===== src/rtl/excr_pkg.sv =====
package excr_pkg;
    localparam int LVL_W   = 2;
    localparam int NUM_CLS = 3;
    localparam int IDX_W   = 6;
    localparam int TAB_N   = 1 << IDX_W;
    localparam int CODE_W  = 3;
    localparam logic [CODE_W-1:0] CODE_NONE = 3'd4;

    typedef enum logic [1:0] {
        CLS_NONE = 2'b00,
        CLS_IRQ  = 2'b01,
        CLS_FIQ  = 2'b10,
        CLS_SER  = 2'b11
    } exc_cls_e;

    typedef enum logic [1:0] {
        VD_IDLE = 2'b00,
        VD_PEND = 2'b01,
        VD_TAKE = 2'b10,
        VD_BAD  = 2'b11
    } verdict_e;

    // index = {top_rt, lower_wide, hyp_rt, secure, cur[1:0]}
    function automatic logic [TAB_N-1:0][CODE_W-1:0] build_route_tab();
        logic [TAB_N-1:0][CODE_W-1:0] t;
        for (int i = 0; i < TAB_N; i++) begin
            logic [1:0] lv;
            logic sc, hr, rw, tr;
            lv = i[1:0];
            sc = i[2];
            hr = i[3];
            rw = i[4];
            tr = i[5];
            if ((sc && lv == 2'd2) || (!sc && lv == 2'd3))
                t[i] = CODE_NONE;
            else if (tr)
                t[i] = 3'd3;
            else if (sc)
                t[i] = 3'd1;
            else if (hr)
                t[i] = 3'd2;
            else if (lv == 2'd2)
                t[i] = rw ? 3'd1 : 3'd2;
            else
                t[i] = 3'd1;
        end
        return t;
    endfunction
endpackage


===== src/rtl/excr_route_lut.sv =====
module excr_route_lut
    import excr_pkg::*;
(
    input  logic             top_rt,
    input  logic             hyp_rt,
    input  logic             lower_wide,
    input  logic             secure,
    input  logic [LVL_W-1:0] cur,
    input  logic             narrow_top,
    output logic [LVL_W-1:0] tgt,
    output logic             bad
);
    localparam logic [TAB_N-1:0][CODE_W-1:0] ROUTE_TAB = build_route_tab();

    logic [IDX_W-1:0]  idx;
    logic [CODE_W-1:0] code;

    assign idx  = {top_rt, lower_wide, hyp_rt, secure, cur};
    assign code = ROUTE_TAB[idx];

    always_comb begin
        bad = (code == CODE_NONE);
        tgt = code[LVL_W-1:0];
        if (bad)
            tgt = '0;
        else if (narrow_top && secure && tgt == 2'd1)
            tgt = 2'd3;
    end
endmodule


===== src/rtl/excr_mask_gate.sv =====
module excr_mask_gate
    import excr_pkg::*;
(
    input  logic             pend,
    input  logic [LVL_W-1:0] cur,
    input  logic [LVL_W-1:0] tgt,
    input  logic             bad,
    input  logic             masked,
    output verdict_e         verdict
);
    always_comb begin
        if (!pend)
            verdict = VD_IDLE;
        else if (bad)
            verdict = VD_BAD;
        else if (tgt < cur)
            verdict = VD_PEND;
        else if (tgt > cur && tgt > 2'd1)
            verdict = VD_TAKE;
        else if (masked)
            verdict = VD_PEND;
        else
            verdict = VD_TAKE;
    end
endmodule


===== src/rtl/async_exc_router.sv =====
module async_exc_router
    import excr_pkg::*;
(
    input  logic             clk,
    input  logic             rst_n,
    input  logic             req_irq,
    input  logic             req_fiq,
    input  logic             req_ser,
    input  logic [LVL_W-1:0] cur_lvl,
    input  logic             in_secure,
    input  logic             has_lvl2,
    input  logic             has_lvl3,
    input  logic             top_wide,
    input  logic             top_rt_irq,
    input  logic             top_rt_fiq,
    input  logic             top_rt_ser,
    input  logic             lower_wide,
    input  logic             hyp_rt_irq,
    input  logic             hyp_rt_fiq,
    input  logic             hyp_rt_ser,
    input  logic             hyp_trap_all,
    input  logic             msk_irq,
    input  logic             msk_fiq,
    input  logic             msk_ser,
    output logic             take_o,
    output logic [1:0]       take_cls,
    output logic [LVL_W-1:0] take_lvl,
    output logic             bad_combo
);
    logic [NUM_CLS-1:0] pend_v, top_v, hyp_v, msk_v, bad_c;
    logic [LVL_W-1:0]   tgt_c [NUM_CLS];
    verdict_e           vd_c  [NUM_CLS];
    logic               narrow_top, rw_eff;

    assign pend_v = {req_ser, req_fiq, req_irq};
    assign top_v  = {top_rt_ser, top_rt_fiq, top_rt_irq};
    assign hyp_v  = {hyp_rt_ser, hyp_rt_fiq, hyp_rt_irq};
    assign msk_v  = {msk_ser, msk_fiq, msk_irq};

    assign narrow_top = has_lvl3 & ~top_wide;
    assign rw_eff     = lower_wide & ~narrow_top;

    for (genvar c = 0; c < NUM_CLS; c++) begin : g_cls
        logic top_eff, hyp_eff;
        assign top_eff = top_v[c] & has_lvl3;
        assign hyp_eff = (hyp_v[c] | hyp_trap_all) & has_lvl2;

        excr_route_lut u_lut (
            .top_rt    (top_eff),
            .hyp_rt    (hyp_eff),
            .lower_wide(rw_eff),
            .secure    (in_secure),
            .cur       (cur_lvl),
            .narrow_top(narrow_top),
            .tgt       (tgt_c[c]),
            .bad       (bad_c[c])
        );

        excr_mask_gate u_gate (
            .pend   (pend_v[c]),
            .cur    (cur_lvl),
            .tgt    (tgt_c[c]),
            .bad    (bad_c[c]),
            .masked (msk_v[c]),
            .verdict(vd_c[c])
        );
    end

    exc_cls_e         pick_cls;
    logic [LVL_W-1:0] pick_lvl;
    logic             pick_bad;

    // later (higher) classes overwrite earlier ones: SError > FIQ > IRQ
    always_comb begin
        pick_cls = CLS_NONE;
        pick_lvl = '0;
        pick_bad = 1'b0;
        for (int c = 0; c < NUM_CLS; c++) begin
            if (vd_c[c] == VD_TAKE) begin
                pick_cls = exc_cls_e'(c + 1);
                pick_lvl = tgt_c[c];
            end
            if (vd_c[c] == VD_BAD)
                pick_bad = 1'b1;
        end
    end

    always_ff @(posedge clk) begin
        if (!rst_n) begin
            take_o    <= 1'b0;
            take_cls  <= CLS_NONE;
            take_lvl  <= '0;
            bad_combo <= 1'b0;
        end else begin
            take_o    <= (pick_cls != CLS_NONE);
            take_cls  <= pick_cls;
            take_lvl  <= pick_lvl;
            bad_combo <= pick_bad;
        end
    end
endmodule


===== config.mk =====
export PLATFORM = sky130hd
export DESIGN_NAME = async_exc_router
export DESIGN_NICKNAME = d
export VERILOG_FILES = /design/src/rtl/excr_pkg.sv /design/src/rtl/excr_route_lut.sv /design/src/rtl/excr_mask_gate.sv /design/src/rtl/async_exc_router.sv
export SDC_FILE = /design/constraint.sdc
export NUM_CORES = 1
export LEC_CHECK = 0
export ABC_CLOCK_PERIOD_IN_PS = 3650
export CORE_MARGIN = 3
export CORE_UTILIZATION = 39
export CTS_CLUSTER_DIAMETER = 30
export DETAILED_ROUTE_END_ITERATION = 12
export DONT_BUFFER_PORTS = 1
export PLACE_DENSITY = 0.64
export SYNTH_ARGS = -nofsm -noshare
export SYNTH_HDL_FRONTEND = slang
export SYNTH_SLANG_ARGS = --single-unit

===== constraint.sdc =====
create_clock -name clk -period 3.65 [get_ports clk]
set_clock_uncertainty 0.1 [all_clocks]
set_input_delay 0.73 -clock clk [delete_from_list [all_inputs] [get_ports clk]]
set_output_delay 0.73 -clock clk [all_outputs]
set_load 0.1 [all_outputs]

==> impl_metrics.csv, run 1 <==
group,metric,value,unit
detailed_routing,num_vias,562,
hold_path,hold_depth,1,
power,combPwrFrac,0.266,
yosys,ys_types,28,
finish,final_common_cell,"nand2_1",
setup_path,cp.arrival,2730,ps
clock_tree,ctsResizeCount,0,
detailed_routing,vias_per_cell,5.92,
hold_path,holdPathEnd,"take_cls[1]",
sta,hold_viol_final,0,
finish,fillers,155,
setup_path,path_max_fanout,6,
setup_path,critical_path_required,3670,ps
yosys,synth_xor_area_frac,0.0150,
outcome,status,"completed",
power,power_density,404,mW/mm2
sta,hold_slack,517,ps
placement,place_hpwl,1.16,mm
yosys,synthMuxAreaShare,0,
run,max_cap_viol_count,0,
die,die_w,44.7,um
global_route,grt_pass1_wl,2.14,mm
detailed_routing,firstDrtPassIters,4,
clock_tree,cts.sinks,6,
detailed_routing,first_iter_violations,20,
placement,preCtsSetupSlack,680,ps
setup_path,critPathLaunchType,"primary input",
yosys,synth_compound_area_frac,0.369,
finish,drive_gt1_frac,0.138,
sta,timing.final.crit_share,0.742,
global_route,grt_overflow_total,0,
sta,worst_slack,940,ps
placement,port_buffers,0,
yosys,avgSynthCellArea,7.57,um2
yosys,syn_area,583,um2
die,rows,13,
sta,clock.fmax,369,MHz
global_route,grt_pass1_vias,504,
yosys,synthFlopType,"dfxtp_1",
clock_tree,cts_buffer_depth,2,
power,p_switching,0.112,mW
sta,rsz0062_at_grt,"false",
die,die_h,44.7,um
power,seqPwrFrac,0.507,
finish,final_cell_mix,"nand2_1 (8), nor2_1 (7), a21oi_1 (7)",
yosys,yosysWarnings,0,
clock_tree,clockRootBuffer,"clkbuf_4",
sta,setup_viol,0,
power,p_int,0.140,mW
placement,placed_area,602,um2
yosys,async_flop_share,0,
hold_path,hp-start,"rst_n",
power,leakagePower,0.273,nW
global_route,grt_max_degree,8,
sta,post-route-min-period,2710,ps
global_route,gr-usage-all-layers,0.146,
sta,finalMaxSlewViolations,0,
setup_path,worstSetupPathType,"in -> reg",
power,sw_frac_of_total,0.443,
die,die_area,0.00199,mm2
hold_path,worstHoldPathType,"in -> reg",
yosys,ys_ff_latch,6,
detailed_routing,detail-route-antenna-nets,0,
clock_tree,cts_hold_buf,0,
yosys,synth_top_family_by_area,"compound AO/OA/AOI/OAI gates",
placement,globalplace.congestion,0.855,
finish,final_area,624,um2
yosys,yosys.area_share.simple,0.249,
yosys,synth-adder-area-share,0.129,
clock_tree,cts_tree,"built",
finish,num_antenna_cells,0,
power,irDropWorstVdd,0.276,mV
yosys,syn_nets,105,
yosys,synth_edf_count,0,
global_route,antenna_found_initial,0,
power,pwr-share-clk,0.227,
yosys,seq_area_frac_synth,0.206,
sta,slew_headroom,0.376,
clock_tree,clkTransAtPathRegs,40,ps
detailed_routing,remaining_drc_errors,0,
detailed_routing,wl_per_cell,13.9,um
die,core_area,0.00135,mm2
clock_tree,post-cts-setup-buffers,0,
setup_path,end_kind,"flip-flop",
clock_tree,ctsHtreeMaxLevel,1,
clock_tree,cts_buffers,3,
sta,setup_tns,0,ps
die,start_util,0.432,
sta,worst_slew_pin_slew,935,ps
die,io_pins,28,
finish,nets,110,
yosys,synth_cells,77,
detailed_routing,wl,1.33,mm
finish,area_delta_synth_final,7.08,%
==> state kept, by name (all words and copies together), names as in the netlist <==
| name | flops |
|---|---|
| bad_combo | 1 |
| take_cls | 2 |
| take_lvl | 2 |
| take_o | 1 |
==> Yosys cell counts, types with 2 or more instances <==
cell type | instances | area [um2]
a31oi_2 | 2 | 25.0
o21a_1 | 2 | 15.0
o21ai_0 | 6 | 30.0
ha_1 | 6 | 75.1
a31oi_1 | 2 | 12.5
a21o_1 | 3 | 22.5
o311a_1 | 2 | 20.0
nand4_1 | 3 | 18.8
inv_1 | 5 | 18.8
nand2_1 | 8 | 30.0
nand3_1 | 4 | 20.0
nor2_1 | 7 | 26.3
a21oi_1 | 7 | 35.0
dfxtp_1 | 6 | 120
==> cell type report <==
type	count	area, um2	area share
flip-flops and latches	6	120	0.192
clock buffers	3	22.5	0.0361
well taps	15	18.8	0.0301
multi-input cells	66	444	0.711
inverters	5	18.8	0.0301
==> power groups by stage <==
stage / Sequential, mW / Combinational [mW] / Clock (mW)
3_3_place_gp: 0.129 / 0.0655 / 0
3_5_place_dp: 0.129 / 0.0672 / 0
5_1_grt: 0.128 / 0.0777 / 0.0653
2_1_floorplan: 0.128 / 0.0563 / 0
4_1_cts: 0.128 / 0.0674 / 0.0605
6_report: 0.128 / 0.0670 / 0.0574
==> critical path, stage by stage <==
cell	delay, ps
and2b_1	180
a21boi_0	150
o21ai_0	340
nand2_1	100
ha_1	270
nand3_1	70
nand4_1	140
a31oi_2	300
a211oi_1	100
o311a_1	350
==> per-stage QoR <==
step,util,std cells,total power [mW]
floorplan,-,77,0.185
global placement,0.446,92,0.195
detailed placement,0.446,92,0.196
CTS,0.462,95,0.256
global route,0.462,95,0.272
finish,0.462,95,0.252
==> per-layer routing <==
metal	GRT usage	vias to the layer above	wire length (um)	part of all wire
li1	-	293	-	-
met1	0.182	247	581	0.44
met2	0.238	22	613	0.46
met3	0.0610	0	131	0.099
met4	0.0181	0	0	0
met5	0	-	0	0
==> worst max-delay path by stage <==
| stage | start | to | slack [ps] |
|---|---|---|---|
| 2_1_floorplan | cur_lvl[0] | take_lvl[1] | 1010 |
| 3_3_place_gp | top_wide | take_lvl[1] | 740 |
| 3_5_place_dp | cur_lvl[0] | take_lvl[1] | 680 |
| 4_1_cts | cur_lvl[0] | take_lvl[1] | 940 |
| 5_1_grt | cur_lvl[0] | take_lvl[1] | 770 |
| 6_report | cur_lvl[0] | take_lvl[1] | 940 |
==> cell families after synthesis <==
group	after synthesis
xor+xnor	1
compound gates	30
flops	6
simple gates	29
fa+ha+maj	6
buf+inv	5
No activity file was read; power rests on OpenSTA's default activity.
==> run 2, diff against run 1 <==
--- a/config.mk
+++ b/config.mk
@@ -5,13 +5,13 @@
 export SDC_FILE = /design/constraint.sdc
 export NUM_CORES = 1
 export LEC_CHECK = 0
-export ABC_CLOCK_PERIOD_IN_PS = 3650
+export ABC_CLOCK_PERIOD_IN_PS = 2200
 export CORE_MARGIN = 3
 export CORE_UTILIZATION = 39
 export CTS_CLUSTER_DIAMETER = 30
 export DETAILED_ROUTE_END_ITERATION = 12
 export DONT_BUFFER_PORTS = 1
-export PLACE_DENSITY = 0.64
+export PLACE_DENSITY = 0.66
 export SYNTH_ARGS = -nofsm -noshare
 export SYNTH_HDL_FRONTEND = slang
 export SYNTH_SLANG_ARGS = --single-unit
==> constraint.sdc (replaced) <==
create_clock -name clk -period 2.2 [get_ports clk]
set_clock_uncertainty 0.1 [all_clocks]
set_input_delay 0.44 -clock clk [delete_from_list [all_inputs] [get_ports clk]]
set_output_delay 0.44 -clock clk [all_outputs]
set_load 0.1 [all_outputs]
==> run 2 against run 1 <==
Power up 93%. Die area unchanged. Count of clock-buffer cells in the layout unchanged. Setup slack worse by 870 ps. Global-route usage up 2.2 points. Sequential cell count unchanged. Critical path type unchanged.
==> impl_metrics.csv, run 2 (synthesized netlist as in run 1, its figures left out) <==
group,metric,value,unit
finish,num_antenna_cells,0,
finish,drive_gt1_frac,0.424,
run,max_cap_viol_count,0,
finish,reg_top3,"take_cls x2, take_lvl x2",
clock_tree,cts_buffer_depth,2,
clock_tree,ctsHtreeMaxLevel,1,
die,rows,13,
setup_path,critical_path.top_delay_family,"compound AO/OA/AOI/OAI gates",
die,start_util,0.432,
clock_tree,clkTransAtPathRegs,40,ps
placement,port_buffers,0,
detailed_routing,wl,1.67,mm
hold_path,worstHoldPathType,"in -> reg",
finish,final_cell_mix,"buf_4 (19), nand2_1 (8), dfxtp_1 (6)",
setup_path,end_kind,"flip-flop",
power,power_density,586,mW/mm2
detailed_routing,first_iter_violations,10,
global_route,antenna_found_initial,0,
detailed_routing,remaining_drc_errors,0,
sta,hold_viol_final,0,
global_route,grt_max_degree,8,
power,irDropWorstVdd,0.446,mV
setup_path,cp.arrival,2160,ps
sta,hold_slack,219,ps
setup_path,path_max_fanout,6,
detailed_routing,detail-route-antenna-nets,0,
global_route,gr-usage-all-layers,0.168,
setup_path,slowest_delay,300,ps
sta,worst_slew_pin_slew,402,ps
sta,slew_headroom,0.731,
placement,globalplace.congestion,0.793,
setup_path,critical_path_required,2220,ps
die,die_area,0.00199,mm2
setup_path,critPathLaunchType,"primary input",
outcome,status,"completed",
sta,timing.final.crit_share,0.970,
placement,place_hpwl,1.31,mm
clock_tree,cts_hold_buf,0,
global_route,grt_overflow_total,0,
die,io_pins,28,
die,core_area,0.00135,mm2
detailed_routing,firstDrtPassIters,4,
finish,final_area,831,um2
finish,final_core_utilization,0.615,
detailed_routing,wl_per_cell,14.7,um
setup_path,worstSetupPathType,"in -> reg",
finish,nets,129,
detailed_routing,num_vias,648,
finish,area_delta_synth_final,42.5,%
die,die_h,44.7,um
sta,worst_slack,65.9,ps
global_route,grt_pass1_vias,613,
sta,post-route-min-period,2130,ps
placement,preCtsSetupSlack,-272,ps
setup_path,cpMaxStageDelayCell,"o311a_1",
detailed_routing,vias_per_cell,5.68,
setup_path,path_buf_inv,0,
clock_tree,clockRootBuffer,"clkbuf_4",
global_route,grt_pass1_wl,2.45,mm
die,die_w,44.7,um
finish,final_common_cell,"buf_4",
power,p_total,0.487,mW
sta,setup_viol,0,
sta,finalMaxSlewViolations,0,
clock_tree,cts_tree,"built",
clock_tree,cts_buffers,3,
sta,clock.fmax,469,MHz
clock_tree,cts.sinks,6,
power,leakagePower,0.385,nW
setup_path,worstPathCellList,"and2b_1 > a21boi_4 > o21ai_2 > nand2_1 > ha_2 > nand3_1 > nand4_1 > a31oi_4 > a211oi_1 > o311a_1",
placement,placed_area,738,um2
## run 2: where the power goes
group	internal (mW)	leakage (nW)	total [mW]	switching [mW]
Clock	0.0615	0.0138	0.0982	0.0367
Combinational	0.0974	0.322	0.265	0.168
Sequential	0.121	0.0493	0.124	0.00270
Total	0.280	0.385	0.487	0.207
## run 2: metrics by stage
step / std cells / TNS (ps)
floorplan: 77 / -20.4
global placement: 108 / -628
detailed placement: 108 / -895
CTS: 111 / 0
global route: 114 / -15.6
finish: 114 / 0
## run 2: per-layer routing
layer  global-route usage  up-vias  part of all wire
met2                0.275       22              0.49
met3               0.0813        0             0.087
met4               0.0181        0                 0
met1                0.204      294              0.43
met5                    0        -                 0
li1                     -      332                 -
## run 2: final cells by class
type / count / area, um2
Tap cell: 15 / 18.8
Clock buffer: 3 / 22.5
Timing Repair Buffer: 19 / 143
Multi-Input combinational cell: 66 / 508
Sequential cell: 6 / 120
Fill cell: 119 / 519
Inverter: 5 / 18.8
## run 2: path summary, 6_finish.rpt
path	endpoint	from	cells after the start
max	take_lvl[1]	cur_lvl[0]	10
min	take_cls[0]	rst_n	1
## run 2: timing repair
item                       CTS  global route
gates resized for setup      1            12
setup endpoints to repair    1             3
pin swaps                    0             5
setup buffers                0             3
